$ cat src/rtl/chase_pkg.sv
package chase_pkg;
  localparam int unsigned CW_N  = 16;
  localparam int unsigned SYN_W = 4;
  localparam int unsigned POS_W = $clog2(CW_N);

  // parity-check column of a position; extension bit has none
  function automatic logic [SYN_W-1:0] pc_col(input logic [POS_W-1:0] pos);
    logic [SYN_W-1:0] v;
    v = 4'd1;
    if (pos == POS_W'(CW_N-1)) return '0;
    for (int i = 0; i < int'(CW_N) - 1; i++)
      if (i < int'(pos)) v = {v[2:0], 1'b0} ^ (v[3] ? 4'b0011 : 4'b0000);
    return v;
  endfunction

  function automatic logic [POS_W-1:0] err_pos(input logic [SYN_W-1:0] s);
    logic [POS_W-1:0] p;
    p = '0;
    for (int i = 0; i < int'(CW_N) - 1; i++)
      if (pc_col(POS_W'(i)) == s) p = POS_W'(i);
    return p;
  endfunction

  function automatic logic [SYN_W-1:0] word_syn(input logic [CW_N-1:0] w);
    logic [SYN_W-1:0] s;
    s = '0;
    for (int i = 0; i < int'(CW_N); i++)
      if (w[i]) s ^= pc_col(POS_W'(i));
    return s;
  endfunction
endpackage

$ cat src/rtl/chase_tv_gen.sv
module chase_tv_gen
  import chase_pkg::*;
#(
  parameter int unsigned LR = 2
) (
  input  logic [CW_N-1:0]     hard_i,
  input  logic [SYN_W-1:0]    syn_i,
  input  logic [LR*POS_W-1:0] lrp_i,
  input  logic [LR-1:0]       tv_idx_i,
  output logic [CW_N-1:0]     cand_o
);
  logic [CW_N-1:0]  flips;
  logic [SYN_W-1:0] s;
  logic [CW_N-1:0]  fixed;

  always_comb begin
    flips = '0;
    s     = syn_i;
    for (int k = 0; k < int'(LR); k++) begin
      if (tv_idx_i[k]) begin
        flips[lrp_i[k*POS_W +: POS_W]] = 1'b1;
        s = s ^ pc_col(lrp_i[k*POS_W +: POS_W]);
      end
    end
    fixed = hard_i ^ flips;
    if (s != '0) fixed[err_pos(s)] = ~fixed[err_pos(s)];
    if (^fixed) fixed[CW_N-1] = ~fixed[CW_N-1];
    cand_o = fixed;
  end
endmodule

$ cat src/rtl/chase_metric.sv
module chase_metric
  import chase_pkg::*;
#(
  parameter int unsigned MAG_W = 3,
  parameter int unsigned MET_W = 8
) (
  input  logic [CW_N-1:0]       cand_i,
  input  logic [CW_N-1:0]       hard_i,
  input  logic [CW_N*MAG_W-1:0] mag_i,
  output logic [MET_W-1:0]      met_o
);
  logic [MET_W-1:0] term [CW_N];

  for (genvar j = 0; j < int'(CW_N); j++) begin : g_term
    assign term[j] = (cand_i[j] ^ hard_i[j]) ? MET_W'(mag_i[j*MAG_W +: MAG_W]) : '0;
  end

  always_comb begin
    met_o = '0;
    for (int j = 0; j < int'(CW_N); j++) met_o = met_o + term[j];
  end
endmodule

$ cat src/rtl/chase_select.sv
module chase_select #(
  parameter int unsigned WORD_W = 16,
  parameter int unsigned MET_W  = 8
) (
  input  logic              clk_i,
  input  logic              rst_ni,
  input  logic              clear_i,
  input  logic              fold_i,
  input  logic [WORD_W-1:0] cand_i,
  input  logic [MET_W-1:0]  met_i,
  output logic [WORD_W-1:0] best_word_o,
  output logic [MET_W-1:0]  best_met_o,
  output logic              best_vld_o,
  output logic [WORD_W-1:0] sec_word_o,
  output logic [MET_W-1:0]  sec_met_o,
  output logic              sec_vld_o
);
  logic dup;

  // a repeat of a kept word carries the same metric; drop it
  assign dup = (best_vld_o && cand_i == best_word_o) ||
               (sec_vld_o  && cand_i == sec_word_o);

  always_ff @(posedge clk_i or negedge rst_ni) begin
    if (!rst_ni) begin
      best_word_o <= '0; best_met_o <= '0; best_vld_o <= 1'b0;
      sec_word_o  <= '0; sec_met_o  <= '0; sec_vld_o  <= 1'b0;
    end else if (clear_i) begin
      best_word_o <= '0; best_met_o <= '0; best_vld_o <= 1'b0;
      sec_word_o  <= '0; sec_met_o  <= '0; sec_vld_o  <= 1'b0;
    end else if (fold_i && !dup) begin
      if (!best_vld_o || met_i < best_met_o) begin
        sec_word_o  <= best_word_o;
        sec_met_o   <= best_met_o;
        sec_vld_o   <= best_vld_o;
        best_word_o <= cand_i;
        best_met_o  <= met_i;
        best_vld_o  <= 1'b1;
      end else if (!sec_vld_o || met_i < sec_met_o) begin
        sec_word_o <= cand_i;
        sec_met_o  <= met_i;
        sec_vld_o  <= 1'b1;
      end
    end
  end
endmodule

$ cat src/rtl/chase_tv_decoder.sv
module chase_tv_decoder
  import chase_pkg::*;
#(
  parameter int unsigned MAG_W = 3,
  parameter int unsigned LR    = 2,
  localparam int unsigned MET_W = MAG_W + $clog2(CW_N + 1)
) (
  input  logic                  clk_i,
  input  logic                  rst_ni,
  input  logic                  start_i,
  input  logic [CW_N-1:0]       hard_i,
  input  logic [CW_N*MAG_W-1:0] mag_i,
  input  logic [SYN_W-1:0]      syn_i,
  input  logic [LR*POS_W-1:0]   lrp_i,
  output logic                  busy_o,
  output logic                  done_o,
  output logic [CW_N-1:0]       dec_word_o,
  output logic [MET_W-1:0]      dec_metric_o,
  output logic [CW_N-1:0]       conc_word_o,
  output logic [MET_W-1:0]      conc_metric_o,
  output logic                  conc_absent_o
);
  logic [CW_N-1:0]       hard_q;
  logic [CW_N*MAG_W-1:0] mag_q;
  logic [SYN_W-1:0]      syn_q;
  logic [LR*POS_W-1:0]   lrp_q;
  logic [LR-1:0]         tv_cnt_q;
  logic                  accept, last;
  logic [CW_N-1:0]       cand;
  logic [MET_W-1:0]      met;
  logic                  best_vld, sec_vld;

  assign accept = start_i && !busy_o;
  assign last   = &tv_cnt_q;

  always_ff @(posedge clk_i or negedge rst_ni) begin
    if (!rst_ni) begin
      hard_q   <= '0;
      mag_q    <= '0;
      syn_q    <= '0;
      lrp_q    <= '0;
      tv_cnt_q <= '0;
      busy_o   <= 1'b0;
      done_o   <= 1'b0;
    end else begin
      done_o <= busy_o && last;
      if (accept) begin
        hard_q   <= hard_i;
        mag_q    <= mag_i;
        syn_q    <= syn_i;
        lrp_q    <= lrp_i;
        tv_cnt_q <= '0;
        busy_o   <= 1'b1;
      end else if (busy_o) begin
        tv_cnt_q <= tv_cnt_q + 1'b1;
        if (last) busy_o <= 1'b0;
      end
    end
  end

  chase_tv_gen #(.LR(LR)) u_gen (
    .hard_i   (hard_q),
    .syn_i    (syn_q),
    .lrp_i    (lrp_q),
    .tv_idx_i (tv_cnt_q),
    .cand_o   (cand)
  );

  chase_metric #(.MAG_W(MAG_W), .MET_W(MET_W)) u_met (
    .cand_i (cand),
    .hard_i (hard_q),
    .mag_i  (mag_q),
    .met_o  (met)
  );

  chase_select #(.WORD_W(CW_N), .MET_W(MET_W)) u_sel (
    .clk_i       (clk_i),
    .rst_ni      (rst_ni),
    .clear_i     (accept),
    .fold_i      (busy_o),
    .cand_i      (cand),
    .met_i       (met),
    .best_word_o (dec_word_o),
    .best_met_o  (dec_metric_o),
    .best_vld_o  (best_vld),
    .sec_word_o  (conc_word_o),
    .sec_met_o   (conc_metric_o),
    .sec_vld_o   (sec_vld)
  );

  assign conc_absent_o = best_vld && !sec_vld;
endmodule

$ cat config.mk
export PLATFORM = sky130hd
export DESIGN_NAME = chase_tv_decoder
export DESIGN_NICKNAME = d
export VERILOG_FILES = /design/src/rtl/chase_pkg.sv /design/src/rtl/chase_tv_gen.sv /design/src/rtl/chase_metric.sv /design/src/rtl/chase_select.sv /design/src/rtl/chase_tv_decoder.sv
export SDC_FILE = /design/constraint.sdc
export NUM_CORES = 1
export LEC_CHECK = 0
export BUFFER_PORTS_ARGS = -buffer_cell sky130_fd_sc_hd__buf_2
export CORE_ASPECT_RATIO = 0.5
export CORE_UTILIZATION = 45
export CTS_BUF_LIST = sky130_fd_sc_hd__clkbuf_4 sky130_fd_sc_hd__clkbuf_8
export DETAILED_ROUTE_END_ITERATION = 10
export PLACE_DENSITY = 0.61
export REMOVE_ABC_BUFFERS = 1
export SLEW_MARGIN = 20
export SYNTH_ARGS = -nofsm -noshare
export SYNTH_HDL_FRONTEND = slang
export SYNTH_HIERARCHICAL = 1
export SYNTH_SLANG_ARGS = --single-unit
$ cat constraint.sdc
create_clock -name clk_i -period 29.7 [get_ports clk_i]
set_clock_uncertainty 0.1 [all_clocks]
set_input_delay 2.97 -clock clk_i [delete_from_list [all_inputs] [get_ports clk_i]]
set_output_delay 2.97 -clock clk_i [all_outputs]
set_load 0.01 [all_outputs]
==> results of run 1 <==
## cell usage after synthesis (21+ instances only)
master    number  area (sq um)
dfrtp_1      130          3250
nand2_1       96           360
inv_1         75           282
xor2_1        61           534
nand2b_1      59           369
nor2_1        58           218
mux2_2        57           642
mux2i_1       54           541
clkbuf_1      43           161
o21ai_0       41           205
fa_1          40           801
ha_1          34           425
xnor2_1       33           289
a21oi_1       31           155
mux2_4        29           435
a31oi_1       28           175
a311oi_1      22           193
nor3_1        22           110
nand3_1       21           105
## layout by cell type (no fill, tap or decap), drive strengths merged, types with 23 or more instances in the layout
master	instances
nand2	98
inv	78
fa	40
nor3	23
mux2	86
buf	139
mux2i	54
ha	34
xnor2	33
nor2	59
xor2	61
a21oi	32
a31oi	29
dfrtp	130
o21ai	48
nand2b	59
## critical path: cells and delay by family (launching register included)
family,cells,cell delay [ns]
buffers and inverters,2,0.46
and+or+nand+nor,11,3.26
muxes,1,0.25
DFF,1,0.68
xor gates and xnor gates,6,2.54
adders and majority gates,9,4.29
AOI/OAI and AO/OA,13,4.27
## metrics by stage
stage / hold slack, ns / setup slack (ns) / util, % / area, sq um
after global routing: 0.424 / 12.74 / 51.4 / 12600
final: 0.413 / 13.70 / 51.4 / 12600
after detailed placement: 0.389 / 13.77 / 49.9 / 12200
after floorplan: 0.372 / 15.71 / - / 11000
after CTS: 0.415 / 13.74 / 51.4 / 12600
after global placement: 0.385 / 14.10 / 49.8 / 12200
## metal layers
layer	up-vias	track usage, %	part of all wire [%]
li1	4455	-	-
met1	4731	35.8	47
met2	294	40.1	47
met3	23	5.19	4.9
met4	0	4.12	0.82
met5	-	0	0
## registers in the layout, summed over array words and instances, names as in the netlist
name,count
busy_o,1
done_o,1
hard_q,16
lrp_q,8
mag_q,48
syn_q,4
tv_cnt_q,2
u_sel/best_met_o,8
u_sel/best_vld_o,1
u_sel/best_word_o,16
u_sel/sec_met_o,8
u_sel/sec_vld_o,1
u_sel/sec_word_o,16
## worst paths after layout
kind,cells past startpoint,endpoint,slack [ns],from
worst max-delay path,42,u_sel/best_word_o[10],13.70,lrp_q[1]
worst max register to register,42,u_sel/best_word_o[10],13.70,lrp_q[1]
worst min register to register,1,mag_q[9],0.41,mag_q[9]
worst min-delay path,1,mag_q[9],0.41,mag_q[9]
min in group asynchronous,1,syn_q[1],2.46,rst_ni
max in group asynchronous,2,hard_q[1],25.82,rst_ni
## cell families (layout without fill, tap and decap cells)
logic type | after synthesis | after routing | share of synthesized area [%]
other cells | 0 | 1 | 0
xor+xnor | 98 | 98 | 8.00
compound gates | 262 | 262 | 16.8
fa+ha+maj | 74 | 74 | 10.7
simple gates | 347 | 347 | 15.9
mux | 140 | 140 | 14.1
buf+inv | 147 | 247 | 6.06
flops | 130 | 130 | 28.4
## area by class of cell
cell class / instances / area (sq um)
repair buffers: 139 / 727
inverters: 76 / 285
clock buffers: 20 / 263
flip-flops and latches: 130 / 3250
fillers: 2305 / 11900
clock inverters: 12 / 108
diodes: 1 / 2.50
well taps: 336 / 420
multi-input cells: 921 / 7520
==> results.md, run 1 <==
* Post-route ant nets at 0
* Number of distinct library cells after synthesis at 94
* Post-CTS Setup Inserts at 0
* Average size of a mapped cell at 9.56 sq um
* # nets final at 1438
* #FFs+latches synth at 130
* Global route total overflow at 0
* Max clock buf depth at 2
* Number of buffers created by CTS at 17
* Clock latency on the worst-skew pair at 0.47 ns
* Fin crit share at 53.9%
* Top_reg_cell synth: dfrtp_1
* Hold Buf Count CTS at 0
* Setup TNS at 0 ns
* Final setup vio count at 0
* Wire per inst at 19.7 um
* Max Cap Viol at 0
* Crit Path Class: reg2reg
* Slowest cell on the critical path: a22oi_4
* Chip height at 115 um
* Crit path largest cell delay at 0.84 ns
* DR DRC count at 0
* Critical Path AT at 16.28 ns
* PortBufs at 129
* Die area at 26100 sq um
* Root buffer cell: clkbuf_8
* FP Rows at 40
* GP Congestion at 0.901
* DIE WIDTH at 228 um
* Worst Max-Slew Pin Slew at 1.09 ns
* Iter 0 DRT Violations at 841
* CTS tree: yes
* HPWL Detailed at 24000 um
* CTS clk-pin slew, worst paths at 0.08 ns
* GR Util All Layers at 25.2%
* Tmin final at 16.00 ns
* Drt total wl at 32300 um
* Hold Fails Final Rpt at 0
* Warnings from Yosys at 6
* Hold Path Class: reg2reg
* Layout Area Growth over Synthesis at 9.81%
* Worst Setup Start Kind: flop
* Crit-path max FO at 27
* Post-synth EDFFs at 0
* Slew HR at 27.3%
* Layout cells sized above 1 at 23.0%
* Mapped Area at 11500 sq um
* RSZ-0062 raised after global routing: false
* First-pass GRT wire length at 50900 um
* Placed cells at 1602
* Worst path most repeated cell: fa_1
* Num ports at 130
* PostCTS Resize Cnt at 0
* Initial antenna violation count at 1
* Fin. max-slew vios at 0
* DR pass1 iterations at 5
* Worst EP required at 29.98 ns
* Final Non-Filler Cells at 1635
* Asr flop ratio synth at 100%
* Largest net degree at the start of global routing at 83
* H-tree depth at 4
* Setup crit end kind: flop
* Fmax at 62.5 MHz
* Status: finished, final reports clean
* Gate Count Post-Synth at 1198
* Starting Density at 46.8%
* Vias in the first global route at 9238
* DR vias at 9503
* Sequential area share after synthesis at 28.4%
* Clock sinks at 130
* CORE AREA at 24500 sq um
* DR vias/cell at 5.81
Power of run 1 is not shown: default switching activity piles up to over one toggle a cycle in this logic, so the estimate is an artifact.
==> run 2: changes to the inputs <==
PLACE_DENSITY = 0.63   (was 0.61)
clock period = 13.2 ns   (was 29.7 ns; I/O delays follow)
==> results.md, run 2 (synthesis gave the netlist of run 1 again) <==
* # nets final at 1494
* Hold Buf Count CTS at 0
* Layout cells sized above 1 at 27.8%
* FF-to-FF Start: lrp_q[3]
* Slew HR at 28.9%
* DR vias/cell at 5.74
* PortBufs at 129
* DR DRC count at 0
* Fin. max-slew vios at 0
* CP Depth at 46
* # diodes at 0
* CTS clk-pin slew, worst paths at 0.08 ns
* Setup TNS at 0 ns
* Worst EP required at 13.44 ns
* Worst path most repeated cell: fa_1
* Largest net degree at the start of global routing at 78
* Hold Fails Final Rpt at 0
* Hold Path Class: reg2reg
* Worst R2R Path Depth at 46
* Max clock buf depth at 2
* GP Congestion at 0.970
* Crit path to: u_sel/sec_met_o[7]
* Clock sinks at 130
* Chip height at 115 um
* Worst Max-Slew Pin Slew at 1.06 ns
* H-tree depth at 4
* Global route total overflow at 0
* Most frequent cells in the layout: 128 x dfrtp_1, 128 x buf_2, 96 x nand2_1, 75 x inv_1
* Fin area at 13200 sq um
* Setup WS pre-CTS at 0.0117 ns
* Crit path from: lrp_q[3]
* Drt total wl at 32800 um
* CP top delay family: adder cells
* CORE AREA at 24500 sq um
* Iter 0 DRT Violations at 1126
* Tmin final at 12.66 ns
* DR vias at 9697
* Slowest cell on the critical path: fa_1
* FILL cells at 2222
* WHS at 0.415 ns
* Critical Path AT at 12.90 ns
* Final WS setup at 0.536 ns
* Starting Density at 46.8%
* Layout Area Growth over Synthesis at 15.7%
* Wire per inst at 19.4 um
* Root buffer cell: clkbuf_8
* Die area at 26100 sq um
* CP Buf/Inv Count at 5
* DR pass1 iterations at 5
* DIE WIDTH at 228 um
* Max Cap Viol at 0
* Setup crit end kind: flop
* Crit-path max FO at 9
* Initial antenna violation count at 0
* Reg-to-Reg End: u_sel/sec_met_o[7]
* FP Rows at 40
* Num ports at 130
* Register area at 3260 sq um
* Number of buffers created by CTS at 17
* Status: finished, final reports clean
* Crit path largest cell delay at 0.57 ns
* Clock latency on the worst-skew pair at 0.49 ns
* Fin crit share at 95.9%
* Area of the multi-input gates at 7660 sq um
* Placed Area at 12500 sq um
* GR Util All Layers at 25.2%
* Crit Path Class: reg2reg
* Number of flip-flops in the largest register at 48
* Post-route ant nets at 0
* CTS tree: yes
* Fmax at 79.0 MHz
* First-pass GRT wire length at 50800 um
* Worst Setup Start Kind: flop
* Reg with most FFs: mag_q
* Final setup vio count at 0
* Worst R2R Setup Slack at 0.54 ns
* Vias in the first global route at 9299
* HPWL Detailed at 24400 um
[run 2: cell count changes in the layout (fill, tap and decap cells not counted), moves of 3 or more]
cell,change
o31ai_2,-3
buf_4,+49
ha_1,-3
clkbuf_8,+3
nor2_1,-3
or2_4,+3
[run 2: repair_timing]
item | in CTS | in global routing
gates resized for setup | 2 | 38
cloned | 0 | 2
pin swaps | 0 | 15
buffers inserted | 0 | 9
endpoints found under the setup margin | 7 | 48
[run 2: routing by layer]
layer | share of wire, % | track usage, %
met5 | 0 | 0
met4 | 2.0 | 7.43
met3 | 5.7 | 4.70
met2 | 46 | 39.0
met1 | 46 | 35.8
[run 2: layout make-up]
type / count / share of cell area (%)
Multi-Input combinational cell: 921 / 57.9
Sequential cell: 130 / 24.6
Timing Repair Buffer: 195 / 9.09
Tap cell: 336 / 3.17
Clock buffer: 22 / 2.24
Inverter: 76 / 2.15
Clock inverter: 10 / 0.916
[run 2: worst min path at each step]
| stage | from | to | depth (start not counted) |
|---|---|---|---|
| global placement | mag_q[13] | mag_q[13] | 1 |
| detailed placement | mag_q[16] | mag_q[16] | 1 |
| floorplan | mag_q[10] | mag_q[10] | 1 |
| CTS | mag_q[13] | mag_q[13] | 1 |
| global route | mag_q[11] | mag_q[11] | 1 |
| finish | mag_q[3] | mag_q[3] | 1 |
[run 2: per-stage QoR]
step	cells	util, %
floorplan	1127	-
CTS	1679	53.0
global placement	1647	51.3
finish	1690	54.1
global route	1690	54.1
detailed placement	1647	51.3
Power of run 2 is left out for the same reason.
